--- src/rtl/cfg_hdr_pkg.sv ---
package cfg_hdr_pkg;
    localparam int CFG_AW   = 6;
    localparam int DATA_W   = 32;
    localparam int MMIO_LOG2 = 21;

    localparam logic [CFG_AW-1:0] IDX_HDR   = 6'd3;
    localparam logic [CFG_AW-1:0] IDX_SDRAM = 6'd4;
    localparam logic [CFG_AW-1:0] IDX_MMIO  = 6'd5;

    localparam logic [DATA_W-1:0] SDRAM_RESET = 32'h0000_0000;
    localparam logic [DATA_W-1:0] MMIO_RESET  = 32'hEFE0_0000;

    typedef enum logic [1:0] {
        ST_STRAP      = 2'd0,
        ST_LOAD_SDRAM = 2'd1,
        ST_LOAD_MMIO  = 2'd2,
        ST_RUN        = 2'd3
    } boot_state_e;

    function automatic logic [DATA_W-1:0] size_mask(input int log2);
        return ~((32'd1 << log2) - 32'd1);
    endfunction
endpackage

--- src/rtl/cfg_boot_fsm.sv ---
module cfg_boot_fsm
    import cfg_hdr_pkg::*;
(
    input  logic clk,
    input  logic rst_n,
    input  logic strap,
    input  logic pre_valid,
    output logic load_sdram,
    output logic load_mmio
);
    boot_state_e state, state_nx;

    always_ff @(posedge clk) begin
        if (!rst_n) state <= ST_STRAP;
        else        state <= state_nx;
    end

    always_comb begin
        state_nx = state;
        unique case (state)
            ST_STRAP:      state_nx = strap ? ST_LOAD_SDRAM : ST_RUN;  // T_STRAP_BOOT / T_STRAP_SKIP
            ST_LOAD_SDRAM: if (pre_valid) state_nx = ST_LOAD_MMIO;     // T_SDRAM_TAKEN
            ST_LOAD_MMIO:  if (pre_valid) state_nx = ST_RUN;           // T_MMIO_TAKEN
            ST_RUN:        state_nx = ST_RUN;
            default:       state_nx = ST_STRAP;
        endcase
    end

    always_comb begin
        load_sdram = 1'b0;
        load_mmio  = 1'b0;
        unique case (state)
            ST_LOAD_SDRAM: load_sdram = pre_valid;
            ST_LOAD_MMIO:  load_mmio  = pre_valid;
            default: ;
        endcase
    end

    p_one_load_r6: assert property (@(posedge clk) disable iff (!rst_n)
        $onehot0({load_sdram, load_mmio}));
    p_run_quiet_r6: assert property (@(posedge clk) disable iff (!rst_n)
        (state == ST_RUN) |-> !(load_sdram || load_mmio));
    p_skip_boot_r7: assert property (@(posedge clk) disable iff (!rst_n)
        (state == ST_STRAP && !strap) |=> (state == ST_RUN));
endmodule

--- src/rtl/cfg_bar_reg.sv ---
module cfg_bar_reg
    import cfg_hdr_pkg::*;
#(
    parameter int                SIZE_LOG2 = 21,
    parameter logic [DATA_W-1:0] RESET_VAL = '0
) (
    input  logic              clk,
    input  logic              rst_n,
    input  logic              cfg_we,
    input  logic [DATA_W-1:0] cfg_wdata,
    input  logic              pre_we,
    input  logic [DATA_W-1:0] pre_data,
    output logic [DATA_W-1:0] base
);
    localparam logic [DATA_W-1:0] MASK = size_mask(SIZE_LOG2);

    always_ff @(posedge clk) begin
        if (!rst_n)      base <= RESET_VAL & MASK;
        else if (pre_we) base <= pre_data & MASK;
        else if (cfg_we) base <= cfg_wdata & MASK;
    end

    p_low_clear_r2_r3: assert property (@(posedge clk) disable iff (!rst_n)
        (base & ~MASK) == '0);
    p_preload_wins_r8: assert property (@(posedge clk) disable iff (!rst_n)
        (pre_we && cfg_we) |=> (base == ($past(pre_data) & MASK)));
endmodule

--- src/rtl/cfg_bar_decode.sv ---
module cfg_bar_decode
    import cfg_hdr_pkg::*;
#(
    parameter int SDRAM_LOG2 = 24
) (
    input  logic [DATA_W-1:0] bus_addr,
    input  logic [DATA_W-1:0] sdram_base,
    input  logic [DATA_W-1:0] mmio_base,
    output logic              sdram_hit,
    output logic              mmio_hit
);
    localparam logic [DATA_W-1:0] SD_MASK = size_mask(SDRAM_LOG2);
    localparam logic [DATA_W-1:0] IO_MASK = size_mask(MMIO_LOG2);

    logic sd_match, io_match;

    always_comb begin
        sd_match  = ((bus_addr ^ sdram_base) & SD_MASK) == '0;
        io_match  = ((bus_addr ^ mmio_base)  & IO_MASK) == '0;
        mmio_hit  = io_match;
        sdram_hit = sd_match && !io_match;
    end
endmodule

--- src/rtl/cfg_hdr_bar.sv ---
module cfg_hdr_bar
    import cfg_hdr_pkg::*;
#(
    parameter int SDRAM_LOG2 = 24
) (
    input  logic              clk,
    input  logic              rst_n,
    input  logic              boot_standalone,
    input  logic [CFG_AW-1:0] cfg_addr,
    input  logic              cfg_we,
    input  logic [DATA_W-1:0] cfg_wdata,
    output logic [DATA_W-1:0] cfg_rdata,
    input  logic              pre_valid,
    input  logic [DATA_W-1:0] pre_data,
    input  logic [DATA_W-1:0] bus_addr,
    output logic              sdram_hit,
    output logic              mmio_hit
);
    logic              load_sdram, load_mmio;
    logic              we_sdram, we_mmio;
    logic [DATA_W-1:0] sdram_base, mmio_base;

    assign we_sdram = cfg_we && (cfg_addr == IDX_SDRAM);
    assign we_mmio  = cfg_we && (cfg_addr == IDX_MMIO);

    cfg_boot_fsm u_fsm (
        .clk        (clk),
        .rst_n      (rst_n),
        .strap      (boot_standalone),
        .pre_valid  (pre_valid),
        .load_sdram (load_sdram),
        .load_mmio  (load_mmio)
    );

    cfg_bar_reg #(.SIZE_LOG2(SDRAM_LOG2), .RESET_VAL(SDRAM_RESET)) u_sdram_bar (
        .clk       (clk),
        .rst_n     (rst_n),
        .cfg_we    (we_sdram),
        .cfg_wdata (cfg_wdata),
        .pre_we    (load_sdram),
        .pre_data  (pre_data),
        .base      (sdram_base)
    );

    cfg_bar_reg #(.SIZE_LOG2(MMIO_LOG2), .RESET_VAL(MMIO_RESET)) u_mmio_bar (
        .clk       (clk),
        .rst_n     (rst_n),
        .cfg_we    (we_mmio),
        .cfg_wdata (cfg_wdata),
        .pre_we    (load_mmio),
        .pre_data  (pre_data),
        .base      (mmio_base)
    );

    cfg_bar_decode #(.SDRAM_LOG2(SDRAM_LOG2)) u_dec (
        .bus_addr   (bus_addr),
        .sdram_base (sdram_base),
        .mmio_base  (mmio_base),
        .sdram_hit  (sdram_hit),
        .mmio_hit   (mmio_hit)
    );

    // Header word: self-test, single-function flag and non-bridge layout all zero.
    always_comb begin
        unique case (cfg_addr)
            IDX_SDRAM: cfg_rdata = sdram_base;
            IDX_MMIO:  cfg_rdata = mmio_base;
            default:   cfg_rdata = '0;
        endcase
    end

    p_exclusive_hit_r11: assert property (@(posedge clk) disable iff (!rst_n)
        !(sdram_hit && mmio_hit));
    p_io_bar_held_r5: assert property (@(posedge clk) disable iff (!rst_n)
        (cfg_we && cfg_addr != IDX_MMIO && !load_mmio) |=> $stable(mmio_base));
endmodule

--- config.mk ---
export PLATFORM = sky130hd
export DESIGN_NAME = cfg_hdr_bar
export DESIGN_NICKNAME = d
export VERILOG_FILES = /design/src/rtl/cfg_hdr_pkg.sv /design/src/rtl/cfg_boot_fsm.sv /design/src/rtl/cfg_bar_reg.sv /design/src/rtl/cfg_bar_decode.sv /design/src/rtl/cfg_hdr_bar.sv
export SDC_FILE = /design/constraint.sdc
export NUM_CORES = 1
export LEC_CHECK = 0
export CAP_MARGIN = 20
export CORE_MARGIN = 1.5
export CORE_UTILIZATION = 31
export DETAILED_ROUTE_END_ITERATION = 12
export PLACE_DENSITY = 0.9
export SLEW_MARGIN = 30
export SYNTH_ARGS = -nofsm -noshare
export SYNTH_HDL_FRONTEND = slang
export SYNTH_SLANG_ARGS = --single-unit
export TNS_END_PERCENT = 1
--- constraint.sdc ---
create_clock -name clk -period 2.2 [get_ports clk]
set_clock_uncertainty 0.05 [all_clocks]
set_input_delay 0.44 -clock clk [delete_from_list [all_inputs] [get_ports clk]]
set_output_delay 0.44 -clock clk [all_outputs]
set_load 0.02 [all_outputs]
After elaboration in Yosys (flattened, before gate mapping)

Cells that the tools add are included.

Equality and inequality tests: 7
Mux-type cells: 11
Bitwise operators: 2
Reduce and logical (&&, ||, !) cells: 10

Operators by type and width:

| operator                                                         | number |
|---|---|
| 32-bit two-way mux                                               | 4 |
| 32-bit logical NOT                                               | 2 |
| 32-bit one-hot mux with 2 select lines                           | 1 |
| 32-bit XOR                                                       | 2 |
| 6-bit by 3-bit == test with 1-bit output (second input constant) | 2 |
| 2-bit one-hot mux with 4 select lines                            | 1 |
| 2-bit two-way mux                                                | 3 |
| 2-bit == test (second input constant)                            | 2 |
| 2-bit != test (second input constant)                            | 2 |
| 2-bit nonzero test                                               | 2 |
| 1-bit logical AND                                                | 3 |
| 2-bit by 1-bit == test with 1-bit output (second input constant) | 1 |
| 2-bit logical NOT                                                | 1 |
| 1-bit two-way mux                                                | 2 |
| 2-bit AND reduction                                              | 1 |
| 1-bit logical NOT                                                | 1 |

Register bits: 21
Bits of input ports: 107
Output and inout bits: 34

Logic depth before layout (Yosys ltp)

Word-level depth: 4
Depth in mapped cells: 6
Gate-level depth less buffers: 4

Hierarchy

Synthesis repeated with hierarchy kept, for this count alone.

Cells, all modules: 247
Area total of the unflattened synthesis: 2373.5 um^2

By module, submodules not included:

| module                     | times used | cells each | area an instance (um^2) | seq. area each (um^2) |
|---|---|---|---|---|
| cfg_hdr_bar                | 1          | 80         | 740.7                   | 0.0 |
| cfg_bar_reg at u_mmio_bar  | 1          | 71         | 683.2                   | 220.2 |
| cfg_bar_reg at u_sdram_bar | 1          | 60         | 624.3                   | 160.2 |
| cfg_bar_decode             | 1          | 26         | 224.0                   | 0.0 |
| cfg_boot_fsm               | 1          | 10         | 101.3                   | 40.0 |

Least setup slack after synthesis

Ideal clock, no wire load.

Path type: input to output
From: input cfg_addr[1]
To: output cfg_rdata[24]
Arrival: 1.637 ns
Required time: 1.710 ns
Slack: 0.073 ns
Stages: 4
Path buffers: 1
Path through: or3b_4 or3_1 clkbuf_1 nor2_1

Longest elaborated chain between the ends: 2
Elaborated cells on any way between the ends: 3
Classes of those cells: eq/ne (2); mux (1)

Ends and longest elaborated chain:

| element                                    | RTL line          | RTL |
|---|---|---|
| start, declared                            | cfg_hdr_bar.sv:9  | `input logic [CFG_AW-1:0] cfg_addr,` |
| 6-bit by 3-bit == test with 1-bit output   | cfg_hdr_bar.sv:65 | `unique case (cfg_addr)` |
| 32-bit one-hot mux with 2 select lines (*) | cfg_hdr_bar.sv:65 |  |
| end, declared                              | cfg_hdr_bar.sv:12 | `output logic [DATA_W-1:0] cfg_rdata,` |

Mark *: on every way between the ends. The rest lies on a longest branch, timed or not.

Worst setup path after layout

From: input cfg_addr[2]
To: output cfg_rdata[24]

The elaborated chain is that of the path after synthesis.

==> flow_summary_export.csv <==
group,metric,value,unit
status,outcome,"finished, final reports clean",
critical_path,path_max_fanout,8,
cts,cts-root-buf,"clkbuf_8",
global_routing,grt-ovfl-total,0,
critical_path,cp.arrival,1690,ps
die,chipWidth,73.1,um
sta,period_share,99.1,%
cts,cts_tree,"done",
die,initial_core_util,32.2,%
sta,clock.fmax,458,MHz
job,max-cap-violations,0,
critical_path,slowest_delay,400,ps
die,num_rows,25,
power,ir_worst_vdd,0.233,mV
die,core_region_area,0.00472,sq mm
global_routing,grt_pass1_wl,6290,um
critical_path,required,1710,ps
synth,ys_seq_elements,21,
place,place_hpwl,3250,um
power,pwr_density_cell,448,mW/mm^2
power,p_clk_share,24.8,%
cells_and_area,fillers,449,
cts,cts_buffers,3,
die,dieArea,0.00534,sq mm
critical_path,critPathKind,"primary input to output port",
min_path,min_path_type,"flip-flop to flip-flop",
synth,synth_warnings,0,
critical_path,path_buf_inv,2,
route,drc,0,
sta,drv_slew,0,
synth,yosysSeqAreaShare,27.6,%
global_routing,grt_pass1_vias,1394,
sta,period_needed,2180,ps
global_routing,grt_max_degree,22,
synth,ys_types,30,
power,switching_share,29.4,%
cells_and_area,drive_gt1_share,15.9,%
sta,finalSetupViolations,0,
critical_path,cp-end-kind,"output port",
route,vias,1457,
global_routing,grt.total_usage,14.8,%
cts,clk_path_buf_depth,2,
critical_path,crit_family,"simple AND/OR/NAND/NOR gates",
cts,htree_levels,1,
cts,cts_sinks,21,
cts,clk_pin_slew,70,ps
sta,whs,500,ps
synth,syn_inst,191,
route,drt.antenna.violating_nets,0,
critical_path,crit_chain,"dlygate4sd2_1 -> or3b_4 -> or3_4 -> nor2_1 -> buf_4",
power,p_seq_share,44.2,%
route,dr.pass1.iters,4,
cts,ctsHoldBuffers,0,
global_routing,grt_antenna_before_repair,0,
cts,worstSkewPairLatency,250,ps
power,p_comb_share,31.0,%
power,intPower,0.000687,W
sta,final_hold_viol_count,0,
critical_path,startpoint_type,"primary input",
die,fp.dieH,73.1,um
synth,syn_avg_cell_area,7.97,sq um
cts,post-cts-setup-buffers,0,
die,ios,141,
cells_and_area,fin_nets,360,
route,viasPerCell,4.57,
route,wl,4080,um
power,total_leakage_power,1.03,nW
place,gp_congestion,0.836,
power,switching_power,0.000286,W
place,io_buffer_count,56,
route,drt-wirelength-per-cell,12.8,um
critical_path,cp_slowest_cell,"or3_4",
cells_and_area,area_delta_synth_final,42.7,%
sta,fin_setup_tns,0,ps
synth,syn_area,0.00152,sq mm
cells_and_area,n_antenna_cell,0,
sta,rsz0062_at_grt,"true",
route,drt_iter0_drc,38,
layout by cell type (no fill, tap or decap), types with 2 or more instances in the layout:
cell type | synthesis | final
clkdlybuf4s50_1 | 0 | 37
nand2_1 | 22 | 22
conb_1 | 1 | 21
dfxtp_1 | 21 | 21
buf_4 | 21 | 19
xnor2_1 | 19 | 18
mux2i_1 | 17 | 17
nor2_1 | 18 | 17
and3_1 | 14 | 14
o21ai_0 | 9 | 9
o21ai_1 | 8 | 8
a21oi_1 | 6 | 6
buf_2 | 4 | 5
nand4_1 | 4 | 4
nand3b_1 | 3 | 3
clkbuf_8 | 0 | 3
nand3_1 | 2 | 2
o21ai_2 | 2 | 2
a21oi_2 | 2 | 2
dlymetal6s2s_1 | 0 | 2
dlygate4sd2_1 | 0 | 2
clkdlybuf4s15_1 | 0 | 2
state kept, by name (all words and copies together), names as in the netlist:
signal            cells
u_mmio_bar.base      11
u_sdram_bar.base      8
u_fsm.state           2
power by group through the flow:
| stage | sequential (W) | combinational (W) | clock [W] |
|---|---|---|---|
| finish | 0.000430 | 0.000301 | 0.000242 |
| global route | 0.000433 | 0.000324 | 0.000254 |
| CTS | 0.000429 | 0.000300 | 0.000245 |
| detailed placement | 0.000438 | 0.000297 | 0 |
| global placement | 0.000435 | 0.000290 | 0 |
| floorplan | 0.000430 | 0.000194 | 0 |
through the flow:
| step | std cells | instance area [sq um] | total power [W] | setup WS (ps) | utilization, % |
|---|---|---|---|---|---|
| finish | 319 | 2170 | 0.000973 | 18.9 | 46.0 |
| global route | 319 | 2170 | 0.00101 | -31.9 | 46.0 |
| CTS | 319 | 2170 | 0.000974 | -15.3 | 45.9 |
| detailed placement | 315 | 2140 | 0.000734 | -803 | 45.2 |
| global placement | 315 | 2140 | 0.000726 | -783 | 45.2 |
| floorplan | 211 | 1600 | 0.000625 | 72.6 | - |
worst paths after layout:
path | start | end | slack (ps) | cells past startpoint
setup / recovery | cfg_addr[2] | cfg_rdata[24] | 20 | 5
hold / removal | u_mmio_bar.base[26]$_SDFFE_PN1P_ | u_mmio_bar.base[26]$_SDFFE_PN1P_ | 500 | 2
setup reg to reg | u_fsm.state[0]$_SDFFE_PN0P_ | u_mmio_bar.base[30]$_SDFFE_PN1P_ | 820 | 6
hold reg to reg | u_mmio_bar.base[26]$_SDFFE_PN1P_ | u_mmio_bar.base[26]$_SDFFE_PN1P_ | 500 | 2
timing repair:
| action | in CTS | in global routing |
|---|---|---|
| gates resized for setup | 71 | 4 |
| setup endpoints to repair | 13 | 12 |
| pin swaps | 9 | 2 |
metal layers:
layer | routed length, um | vias up | GRT usage, % | part of all wire, %
li1 | - | 729 | - | -
met1 | 1660 | 671 | 16.4 | 41
met2 | 2050 | 49 | 26.9 | 50
met3 | 275 | 8 | 3.45 | 6.7
met4 | 95 | 0 | 5.66 | 2.3
met5 | 0 | - | 0 | 0
worst min-delay path, stage by stage, from the launching register on:
cell and delay [ps]:
dfxtp_1 330, nor2_1 110, o21ai_1 70
cell families after synthesis:
group / count (synthesis) / synth area share, %
xor gates and xnor gates: 19 / 10.9
AOI/OAI and AO/OA: 30 / 12.8
buffers and inverters: 32 / 13.9
DFF: 21 / 27.6
and+or+nand+nor: 71 / 23.3
muxes: 17 / 11.2
other: 1 / 0.246
synth_stat cells, drive strengths merged:
cell type   n  area share [%]
and3       14             5.8
nand3       2            0.66
a21oi       8             3.1
mux2i      17              11
or3         1            0.41
o211a       1            0.66
nand3b      3             1.5
nor3        3            0.99
o21a        1            0.49
buf        27              13
and3b       1            0.58
clkbuf      4            0.99
dfxtp      21              28
nand4bb     1            0.74
or3b        1            0.74
o21ai      19             6.7
conb        1            0.25
o41ai       1             1.8
xnor2      19              11
nand2b      1            0.41
nand4       4             1.6
inv         1            0.25
nor2       18             4.4
nand2      22             5.4
cell type report:
class                   instances  area [sq um]  area share [%]
repair buffers                 68           621            28.6
flip-flops and latches         21           420            19.4
clock inverters                 1          5.00           0.231
multi-input cells             158           996            45.9
clock buffers                   3          41.3            1.90
inverters                       1          3.75           0.173
well taps                      67          83.8            3.86
Note: power is estimated with default switching activity, not from simulation.
